==> config.mk <==
export PLATFORM = sky130hd
export DESIGN_NAME = ssc_seq_top
export DESIGN_NICKNAME = d
export VERILOG_FILES = /design/src/rtl/ssc_pkg.sv /design/src/rtl/ssc_start_gate.sv /design/src/rtl/ssc_chan_pick.sv /design/src/rtl/ssc_conv_core.sv /design/src/rtl/ssc_result_bank.sv /design/src/rtl/ssc_seq_top.sv
export SDC_FILE = /design/constraint.sdc
export NUM_CORES = 1
export LEC_CHECK = 0
export BUFFER_PORTS_ARGS = -buffer_cell sky130_fd_sc_hd__buf_4
export CAP_MARGIN = 40
export CORE_ASPECT_RATIO = 1.25
export CORE_UTILIZATION = 52
export CTS_CLUSTER_SIZE = 28
export DETAILED_ROUTE_END_ITERATION = 8
export GPL_ROUTABILITY_DRIVEN = 1
export PLACE_DENSITY = 0.79
export REMOVE_ABC_BUFFERS = 1
export SETUP_SLACK_MARGIN = 0.15
export SLEW_MARGIN = 0
export SYNTH_ARGS = -nofsm -noshare
export SYNTH_HDL_FRONTEND = slang
export SYNTH_SLANG_ARGS = --single-unit
==> constraint.sdc <==
create_clock -name clk -period 2.3 [get_ports clk]
set_clock_uncertainty 0.1 [all_clocks]
set_input_delay 0.23 -clock clk [delete_from_list [all_inputs] [get_ports clk]]
set_output_delay 0.23 -clock clk [all_outputs]
set_load 0.02 [all_outputs]
==> src/rtl/ssc_pkg.sv <==
package ssc_pkg;
    typedef enum logic [1:0] {
        ST_IDLE  = 2'd0,
        ST_SCAN  = 2'd1,
        ST_CONV  = 2'd2,
        ST_SLEEP = 2'd3
    } ssc_state_e;
endpackage

==> src/rtl/ssc_start_gate.sv <==
module ssc_start_gate (
    input  logic clk,
    input  logic rst_n,
    input  logic start_i,
    output logic rise_o
);
    logic start_d;

    always_ff @(posedge clk) begin
        if (!rst_n) start_d <= 1'b0;
        else        start_d <= start_i;
    end

    assign rise_o = start_i & ~start_d;
endmodule

==> src/rtl/ssc_chan_pick.sv <==
module ssc_chan_pick #(
    parameter int NCH   = 4,
    parameter int IDX_W = 2
) (
    input  logic [NCH-1:0]   pend_i,
    output logic             any_o,
    output logic [IDX_W-1:0] idx_o
);
    always_comb begin
        any_o = |pend_i;
        idx_o = '0;
        for (int i = NCH - 1; i >= 0; i--) begin
            if (pend_i[i]) idx_o = IDX_W'(i);
        end
    end
endmodule

==> src/rtl/ssc_conv_core.sv <==
module ssc_conv_core #(
    parameter int CONV_CLKS = 16,
    parameter int CNT_W     = 4
) (
    input  logic clk,
    input  logic rst_n,
    input  logic clear_i,
    input  logic run_i,
    input  logic tick_i,
    output logic last_o
);
    logic [CNT_W-1:0] cnt_q;

    assign last_o = run_i && tick_i && (cnt_q == CNT_W'(CONV_CLKS - 1));

    always_ff @(posedge clk) begin
        if (!rst_n || clear_i) cnt_q <= '0;
        else if (run_i && tick_i) cnt_q <= last_o ? '0 : cnt_q + 1'b1;
    end
endmodule

==> src/rtl/ssc_result_bank.sv <==
module ssc_result_bank #(
    parameter int NCH    = 4,
    parameter int CODE_W = 14,
    parameter int IDX_W  = 2
) (
    input  logic                  clk,
    input  logic                  rst_n,
    input  logic                  cap_i,
    input  logic [NCH*CODE_W-1:0] ain_i,
    input  logic                  wr_i,
    input  logic [IDX_W-1:0]      wr_idx_i,
    output logic [NCH*CODE_W-1:0] res_o
);
    for (genvar g = 0; g < NCH; g++) begin : g_slot
        logic [CODE_W-1:0] held_q;
        logic [CODE_W-1:0] res_q;

        always_ff @(posedge clk) begin
            if (!rst_n) begin
                held_q <= '0;
                res_q  <= '0;
            end else begin
                if (cap_i) held_q <= ain_i[g*CODE_W +: CODE_W];
                if (wr_i && (wr_idx_i == IDX_W'(g))) res_q <= held_q;
            end
        end

        assign res_o[g*CODE_W +: CODE_W] = res_q;
    end
endmodule

==> src/rtl/ssc_seq_top.sv <==
module ssc_seq_top #(
    parameter int NCH       = 4,
    parameter int CODE_W    = 14,
    parameter int CONV_CLKS = 16
) (
    input  logic                  clk,
    input  logic                  rst_n,
    input  logic                  start_i,
    input  logic                  mode_sw_i,
    input  logic [NCH-1:0]        pin_sel_i,
    input  logic                  ext_clk_sel_i,
    input  logic                  ext_tick_i,
    input  logic                  reg_wr_i,
    input  logic [NCH-1:0]        reg_wdata_i,
    input  logic                  standby_n_i,
    input  logic [NCH*CODE_W-1:0] ain_i,
    output logic [NCH-1:0]        hold_o,
    output logic                  busy_o,
    output logic                  eoc_o,
    output logic [NCH*CODE_W-1:0] res_o,
    output logic                  pwr_save_o
);
    import ssc_pkg::*;

    localparam int IDX_W = (NCH > 1) ? $clog2(NCH) : 1;
    localparam int CNT_W = (CONV_CLKS > 1) ? $clog2(CONV_CLKS) : 1;

    ssc_state_e       state_q, state_d;
    logic [NCH-1:0]   pend_q;
    logic [NCH-1:0]   sw_sel_q;
    logic [IDX_W-1:0] cur_q;
    logic             ext_q;
    logic             busy_q, eoc_q, pwr_q;
    logic [NCH-1:0]   hold_q;

    logic             start_rise;
    logic             accept;
    logic             pick_any;
    logic [IDX_W-1:0] pick_idx;
    logic             conv_last;
    logic             tick;
    logic             in_scan, in_conv;
    logic             pick_now, finish;
    logic [NCH-1:0]   sel_now;

    ssc_start_gate u_gate (
        .clk    (clk),
        .rst_n  (rst_n),
        .start_i(start_i),
        .rise_o (start_rise)
    );

    ssc_chan_pick #(.NCH(NCH), .IDX_W(IDX_W)) u_pick (
        .pend_i(pend_q),
        .any_o (pick_any),
        .idx_o (pick_idx)
    );

    assign in_scan = (state_q == ST_SCAN);
    assign in_conv = (state_q == ST_CONV);
    assign tick    = ext_q ? ext_tick_i : 1'b1;

    ssc_conv_core #(.CONV_CLKS(CONV_CLKS), .CNT_W(CNT_W)) u_core (
        .clk    (clk),
        .rst_n  (rst_n),
        .clear_i(in_scan),
        .run_i  (in_conv),
        .tick_i (tick),
        .last_o (conv_last)
    );

    assign accept   = (state_q == ST_IDLE) && standby_n_i && start_rise;
    assign sel_now  = mode_sw_i ? sw_sel_q : pin_sel_i;
    assign pick_now = (in_scan || (in_conv && conv_last)) && pick_any;
    assign finish   = (in_scan || (in_conv && conv_last)) && !pick_any;

    ssc_result_bank #(.NCH(NCH), .CODE_W(CODE_W), .IDX_W(IDX_W)) u_bank (
        .clk     (clk),
        .rst_n   (rst_n),
        .cap_i   (accept),
        .ain_i   (ain_i),
        .wr_i    (in_conv && conv_last),
        .wr_idx_i(cur_q),
        .res_o   (res_o)
    );

    // Next-state logic
    always_comb begin
        state_d = state_q;
        unique case (state_q)
            ST_IDLE: begin
                if (!standby_n_i) state_d = ST_SLEEP;
                else if (accept)  state_d = ST_SCAN;
            end
            ST_SCAN:  state_d = pick_any ? ST_CONV : ST_IDLE;
            ST_CONV: begin
                if (conv_last) state_d = pick_any ? ST_CONV : ST_IDLE;
            end
            ST_SLEEP: begin
                if (standby_n_i) state_d = ST_IDLE;
            end
            default:  state_d = ST_IDLE;
        endcase
    end

    // State register
    always_ff @(posedge clk) begin
        if (!rst_n) state_q <= ST_IDLE;
        else        state_q <= state_d;
    end

    // Registered outputs and datapath control
    always_ff @(posedge clk) begin
        if (!rst_n) begin
            busy_q   <= 1'b0;
            hold_q   <= '0;
            eoc_q    <= 1'b0;
            pwr_q    <= 1'b0;
            pend_q   <= '0;
            cur_q    <= '0;
            ext_q    <= 1'b0;
            sw_sel_q <= '1;
        end else begin
            if (reg_wr_i) sw_sel_q <= reg_wdata_i;
            eoc_q <= in_conv && conv_last;
            pwr_q <= (state_d == ST_SLEEP);
            if (accept) begin
                busy_q <= 1'b1;
                hold_q <= '1;
                pend_q <= sel_now;
                ext_q  <= mode_sw_i & ext_clk_sel_i;
            end
            if (pick_now) begin
                cur_q            <= pick_idx;
                pend_q[pick_idx] <= 1'b0;
            end
            if (finish) begin
                busy_q <= 1'b0;
                hold_q <= '0;
            end
        end
    end

    assign busy_o     = busy_q;
    assign hold_o     = hold_q;
    assign eoc_o      = eoc_q;
    assign pwr_save_o = pwr_q;
endmodule

# After elaboration in Yosys (flattened, before gate mapping)

Index checks and enable logic that the tools add are counted.

Latch bits: 0
Memories kept: 0
Output and inout bits: 63
Bits of input ports: 72
Memory bits (writable): 0
Bits in registers: 134
Bits in read-only memories: 0

Multiply operators: 0
Reductions and logical operators: 20
Shift operators: 0
$lt $le $gt $ge: 2
Bitwise logic cells: 6
Equal/unequal tests: 8
Multiplexer cells: 18
Add/sub/neg operators: 1
Divide/modulo/power cells: 0

Operators by type and width:

| kind                | number |
|---|---|
| $mux 4              | 5 |
| $mux 2              | 9 |
| $logic_and 1x1->1   | 12 |
| $eq 2x2->1 const B  | 5 |
| $pmux 2 s4          | 1 |
| $add 4x1->4 const B | 1 |
| $and 4x4->4         | 1 |
| $eq 2x1->1 const B  | 2 |
| $eq 4x4->1 const B  | 1 |
| $logic_not 2->1     | 2 |
| $not 4->4           | 1 |
| $reduce_or 4->1     | 1 |
| $lt 2x3->1 const B  | 1 |
| $and 1x1->1         | 2 |
| $demux 1 s2         | 1 |
| $ge 2x1->1 const B  | 1 |
| $logic_not 1->1     | 2 |
| $logic_or 1x1->1    | 2 |
| $mux 1              | 2 |
| $not 1->1           | 2 |
| $reduce_or 2->1     | 1 |

# Depth between registers and ports, before layout

Gate-level depths: netlist of the first run.

Depth in word-level cells: 11
Depth in mapped cells: 6
Gate-level depth less buffers: 5

# Modules after synthesis

Synthesis of the first run repeated with hierarchy kept, for this count alone.

Cell total of the unflattened synthesis: 539
Area, all modules: 5,434.0 µm²

Modules (own cells, without submodules):

| module          | times used | area an instance (µm²) | cells an instance |
|---|---|---|---|
| ssc_result_bank | 1          | 4,395.5                | 427 |
| ssc_seq_top     | 1          | 768.2                  | 78 |
| ssc_conv_core   | 1          | 195.2                  | 24 |
| ssc_start_gate  | 1          | 40.0                   | 3 |
| ssc_chan_pick   | 1          | 35.0                   | 7 |

# Least setup slack after synthesis of the first run

No wires, ideal clock.

Kind: register -> register
From: reg u_core.cnt_q[0]
To: reg cur_q[0]
Required time: 2.130 ns
Setup time: 0.070 ns
Path buffers: 0
Arrival: 1.715 ns
Slack: 0.414 ns
Stages on the path, launching flop included: 6
Cell sequence: dfxtp_1 -> ha_1 -> nand3_2 -> o31a_4 -> or4_1 -> a21oi_1

Word-level cells in the longest chain between the ends: 5

Ends and longest elaborated chain:

| element                  | line                | RTL |
|---|---|---|
| start: declaration       | ssc_conv_core.sv:12 | `logic [CNT_W-1:0] cnt_q;` |
| start signal: assignment | ssc_conv_core.sv:18 | `else if (run_i && tick_i) cnt_q <= last_o ? '0 : cnt_q + 1'b1;` |
| $eq 4x4->1               | ssc_conv_core.sv:14 | `assign last_o = run_i && tick_i && (cnt_q == CNT_W'(CONV_CLKS - 1));` |
| $logic_and 1x1->1        | ssc_conv_core.sv:14 |  |
| $logic_and 1x1->1        | ssc_seq_top.sv:74   | `assign pick_now = (in_scan \|\| (in_conv && conv_last)) && pick_any;` |
| $logic_or 1x1->1         | ssc_seq_top.sv:74   |  |
| $logic_and 1x1->1        | ssc_seq_top.sv:74   |  |
| end signal: assignment   | ssc_seq_top.sv:134  | `cur_q <= pick_idx;` |
| end: declaration         | ssc_seq_top.sv:31   | `logic [IDX_W-1:0] cur_q;` |

No other way between the ends.
A chain may end at the register's enable or synchronous reset.

# Worst setup path in the final report of the first run

From: reg state_q[1]
To: reg hold_o[0] (netlist name)

Word-level cells in the longest chain between the ends: 7
Elaborated cells between the ends (all ways): 11

Ends and longest elaborated chain:

| element                         | line                | RTL |
|---|---|---|
| start: declaration              | ssc_seq_top.sv:28   | `ssc_state_e state_q, state_d;` |
| start signal: assignment        | ssc_seq_top.sv:109  | `else state_q <= state_d;` |
| $eq 2x2->1                      | ssc_seq_top.sv:60   | `assign in_conv = (state_q == ST_CONV);` |
| $logic_and 1x1->1 (2 in series) | ssc_conv_core.sv:14 |  |
| $logic_and 1x1->1               | ssc_seq_top.sv:75   | `assign finish = (in_scan \|\| (in_conv && conv_last)) && !pick_any;` |
| $logic_or 1x1->1                | ssc_seq_top.sv:75   |  |
| $logic_and 1x1->1               | ssc_seq_top.sv:75   |  |
| $reduce_or 2->1 (no line)       | n/a                 |  |

Parallel ways exist; a longest one is shown, timed or not.

==> results of run 1 <==
## state kept, by name, indices dropped and copies added (netlist names)
register / flops
cur_q: 2
ext_q: 1
sw_sel_q: 4
hold_o: 1
eoc_o: 1
u_gate.start_d: 1
u_core.cnt_q: 4
u_bank.g_slot.held_q: 56
pwr_save_o: 1
pend_q: 4
state_q: 2
u_bank.g_slot.res_q: 56
## placed cells by master (no fill, tap or decap), types with 7 or more instances in the layout
master / netlist / routed
clkbuf_8: 0 / 7
buf_4: 4 / 145
clkbuf_16: 0 / 17
nand2_1: 178 / 177
nor2_1: 17 / 17
o21ai_0: 59 / 59
dlygate4sd3_1: 0 / 65
nand3_1: 61 / 61
a21oi_1: 60 / 60
dfxtp_1: 133 / 133
## worst max-delay path, cell delays in order (launching register included)
cell and delay [ns]:
dfxtp_1 0.44, nand2b_4 0.17, o31a_4 0.42, o41ai_1 0.53
nor2_1 0.11
## cells by family (layout without fill, tap and decap cells)
family	count (synthesis)	in the layout	synth area share
simple gates	281	281	0.257
flops	133	133	0.538
compound gates	127	127	0.136
buf+inv	50	246	0.0445
mux	8	8	0.0167
xor+xnor	3	3	0.00531
fa+ha+maj	1	1	0.00253
## path summary, 6_finish.rpt
kind                                                                 to  depth (start not counted)
worst min-delay path                           sw_sel_q[3]$_SDFFE_PN1P_                          3
worst min register to register  u_bank.g_slot[3].held_q[5]$_SDFFE_PN0P_                          2
worst max register to register                   hold_o[0]$_SDFFE_PP0P_                          4
worst max-delay path                             hold_o[0]$_SDFFE_PP0P_                          4
## what timing repair did
item                       in CTS  in global routing
setup endpoints to repair       0                  7
hold buffers                   65                  0
resized for setup               0                  1
setup buffers                   0                  0
hold endpoints to repair       64                  0
## where the power goes
part | leakage (nW) | switching (mW) | internal [mW]
registers | 1.08 | 0.0417 | 2.37
logic | 1.52 | 0.227 | 0.246
clock network | 0.318 | 0.929 | 1.90
total | 2.91 | 1.20 | 4.51
## layout make-up
class                   count  area, um^2  share of cell area
inverters                   1        3.75            0.000512
clock inverters             8         118              0.0160
repair buffers            213        1800               0.245
clock buffers              24         522              0.0712
multi-input cells         420        2070               0.283
flip-flops and latches    133        2660               0.363
well taps                 123         154              0.0210
## routing by layer
layer  GRT usage  vias to the layer above
met5           0                        -
met4       0.112                        0
met3      0.0588                       32
met2       0.460                      144
met1       0.301                     2209
li1            -                     2389
## stage by stage
stage / cells / power, mW / setup TNS (ns) / utilization / worst slack, ns
CTS: 922 / 5.73 / 0 / 0.799 / 0.322
global route: 922 / 5.90 / 0 / 0.799 / 0.266
floorplan: 554 / 2.61 / -6.66 / - / -0.304
finish: 922 / 5.71 / 0 / 0.799 / 0.395
detailed placement: 825 / 2.83 / 0 / 0.658 / 0.319
global placement: 825 / 2.82 / 0 / 0.658 / 0.432
==> metrics.yaml, run 1 <==
status: "completed"
synthDistinctLibCells: 38
grt_antenna_before_repair: 0
worstPathArrival_ns: 2.07
timing.hold.ws_ns: 0.0222
hold_viol: 0
synth_edf_count: 0
port_buffers: 134
cts_made_buffers: 17
async_reset_ff_frac: 0
slew_violations: 0
synthesis.instances: 603
routed_via_density: 5.18
irDropWorstVdd_mv: 0.579
fin_crit_sh: 0.828
drt_first_pass_iters: 5
wl_met3_um: 493
stdcell_area_um2: 7330
clk-insertion-delay-late_ns: 0.41
worstSetupEndpointType: "flop"
period_needed_ns: 1.90
ioPinCount: 135
clkTransAtPathRegs_ns: 0.05
syn-cell-area_um2: 4950
avgSynthCellArea_um2: 8.20
fin_nets: 859
ys_ff_latch: 133
reg2reg_from: "state_q[1]$_SDFF_PN0_"
cts_tree: "built"
p_leak_nw: 2.91
worstSetupStartpoint: "state_q[1]$_SDFF_PN0_"
ys.flop_type: "dfxtp_1"
hp-start: "reg_wr_i"
drt_iter0_drc: 228
fp.dieW_um: 89.2
layout-drive-gt1-share: 0.244
n_antenna_cell: 0
grt_use_total: 0.263
drv_cap: 0
fmax_mhz: 525
min_path_type: "in -> reg"
wl_met1_um: 5040
rsz0062_at_grt: "false"
tightest_slew_ns: 0.543
dpl.hpwl_um: 7330
clock_sinks: 133
cts_max_path_buffers: 2
core_area_um2: 9170
grt_max_degree: 126
synth.most_common_cell: "nand2_1"
fill_cells: 588
met2_length_um: 6740
drc_errors: 0
num_rows: 39
grt_pass1_vias: 4532
gp_congestion: 0.760
ant_nets: 0
placed_area_um2: 6040
synth_top_cell_area_share: 0.538
initial_core_util: 0.539
synthTopCellsByCount: "nand2_1, dfxtp_1, nand3_1, a21oi_1, o21ai_0"
synth_warnings: 0
synthToLayoutAreaGrowth_pct: 48.2
vias: 4774
routedWlPerCell_um: 13.7
setup_viol: 0
clock-root-buffer: "clkbuf_16"
required_ns: 2.47
slew_headroom: 0.633
critical_path_class: "reg -> reg"
die-area_um2: 9910
r2r_slack_ns: 0.40
power_density_nw_per_um2: 779
yosys.area.top_type: "dfxtp_1"
wirelength_um: 12600
ys_seq_area_frac: 0.538
maxUsedRoutingLayer: "met4"
grt_overflow: 0
ys_top_cells_by_area: "dfxtp_1, nand2_1, nand3_1"
crit_fanout: 11
cp-start-kind: "flop"
die_y_um: 111
grt_pass1_wl_um: 20300
h-tree-depth: 4
No activity file was read; power rests on OpenSTA's default activity.
==> run 2: changes to the inputs <==
==> constraint.sdc (replaced) <==
create_clock -name clk -period 1.9 [get_ports clk]
set_clock_uncertainty 0.1 [all_clocks]
set_input_delay 0.19 -clock clk [delete_from_list [all_inputs] [get_ports clk]]
set_output_delay 0.19 -clock clk [all_outputs]
set_load 0.02 [all_outputs]
==> run 2 against run 1 <==
Clock-buffer cell count is 5 lower. Critical path depth is 1 higher. Sequential share of layout area is 1.3 points lower. Global-route usage is 1.6 points higher. Via count is 4.9% higher. Register-to-register slack worse by 0.29 ns. Worst hold slack better by 0.11 ns. Sequential power is 21% higher. Worst setup slack worse by 0.29 ns. Maximum frequency is 6.3% higher. Critical path type unchanged. Largest cell class unchanged.
==> metrics.yaml, run 2 (synthesis results as in run 1) <==
status: "completed"
initial_core_util: 0.539
grt_use_met1: 0.300
grt.met3_usage: 0.0611
use_met2: 0.506
layout-drive-gt1-share: 0.264
power_density_nw_per_um2: 948
worst-path-stages: 5
timing.hold.worst_path_depth: 5
fin_tns_setup_ns: 0
tightest_slew_ns: 0.572
slew_violations: 0
numPlacedInstances: 830
irDropWorstVdd_mv: 0.688
drt_iter0_drc: 271
hold_viol: 0
busiest_layer: "met2"
gp_congestion: 0.797
place_ws_ns: 0.116
synthToLayoutAreaGrowth_pct: 54.1
ioPinCount: 135
critical_path_class: "reg -> reg"
routedWlPerCell_um: 15.3
port_buffers: 134
crit_slowest_cell: "o41ai_1"
fin_nets: 875
drv_cap: 0
ant_nets: 0
n_antenna_cell: 0
final_common_cell: "nand2_1"
setup_viol: 0
setup_slack_ns: 0.109
h-tree-depth: 4
reg_top3: "u_bank.g_slot.held_q: 56 flops, u_bank.g_slot.res_q: 56 flops"
clock_sinks: 133
fill_cells: 558
slew_headroom: 0.619
cts_max_path_buffers: 2
core_area_um2: 9170
cp-start-kind: "flop"
grt_antenna_before_repair: 0
fin_cells: 938
clk-insertion-delay-late_ns: 0.41
fmax_mhz: 558
period_needed_ns: 1.79
grt_pass1_vias: 4796
clkTransAtPathRegs_ns: 0.06
grt_pass1_wl_um: 21400
timing.hold.ws_ns: 0.127
die-area_um2: 9910
crit_buf_inv: 0
fp.dieW_um: 89.2
worstPathArrival_ns: 1.97
grt_overflow: 0
p_leak_nw: 3.02
rsz0062_at_grt: "true"
max_stage_delay_ns: 0.45
r2r_cells: 5
cts_tree: "built"
final_cell_mix: "nand2_1, buf_4, dfxtp_1, dlygate4sd3_1, nand3_1"
required_ns: 2.08
grt_use_total: 0.279
crit_fanout: 5
clock-root-buffer: "clkbuf_16"
worstSetupEndpointType: "flop"
drc_errors: 0
fin_crit_sh: 0.943
vias: 5007
cp_cell_sequence: "ha_4 -> nand3_4 -> o31a_4 -> o41ai_1 -> nor2_1"
critical-path-top-delay-family: "compound AO/OA/AOI/OAI gates"
min_path_type: "in -> reg"
drt_first_pass_iters: 5
grt_max_degree: 126
wirelength_um: 14300
routed_via_density: 5.34
dpl.hpwl_um: 7550
cts_made_buffers: 17
num_rows: 39
die_y_um: 111
## run 2: area by class of cell
type / count / area [um^2] / area share
Clock inverter: 13 / 229 / 0.0300
Clock buffer: 19 / 443 / 0.0581
Tap cell: 123 / 154 / 0.0202
Inverter: 1 / 3.75 / 0.000492
Timing Repair Buffer: 229 / 2020 / 0.264
Sequential cell: 133 / 2670 / 0.350
Multi-Input combinational cell: 420 / 2110 / 0.277
## run 2: repair_timing
action	4_1_cts	5_1_grt
setup endpoints to repair	4	81
setup buffers	0	6
resized for setup	2	20
pin swaps	0	5
hold endpoints to repair	65	0
hold buffers	68	0
cloned	0	2
## run 2: power by group
part	switching [mW]	total [mW]	internal (mW)	leakage (nW)
Sequential	0.0540	2.92	2.87	1.08
Combinational	0.293	0.619	0.326	1.63
Clock	1.20	3.69	2.49	0.315
## run 2: layer usage
| layer | vias to the layer above | routed length (um) | share of wire |
|---|---|---|---|
| li1 | 2412 | - | - |
| met1 | 2394 | 5400 | 0.38 |
| met2 | 171 | 7990 | 0.56 |
| met3 | 30 | 564 | 0.039 |
| met4 | 0 | 360 | 0.025 |
| met5 | - | 0 | 0 |
## run 2: per-stage QoR
step | util | power [mW] | cell area [um^2]
after floorplan | - | 3.17 | 4730
after global placement | 0.667 | 3.42 | 6120
after detailed placement | 0.667 | 3.44 | 6120
after CTS | 0.815 | 7.22 | 7480
after global routing | 0.831 | 7.44 | 7620
final | 0.831 | 7.23 | 7620
## run 2: worst register-to-register path, cell delays in order (launching register included)
cell and delay, ns:
dfxtp_2 0.36, ha_4 0.16, nand3_4 0.08, o31a_4 0.39
o41ai_1 0.45, nor2_1 0.12
## run 2: worst paths after layout
kind,start,endpoint,slack [ns]
max reg2reg,u_core.cnt_q[1]$_SDFFE_PP0P_,hold_o[0]$_SDFFE_PP0P_,0.11
min reg2reg,u_bank.g_slot[1].res_q[3]$_SDFFE_PN0P_,u_bank.g_slot[1].res_q[3]$_SDFFE_PN0P_,0.35
max,u_core.cnt_q[1]$_SDFFE_PP0P_,hold_o[0]$_SDFFE_PP0P_,0.11
min,pin_sel_i[3],pend_q[3]$_SDFF_PN0_,0.13
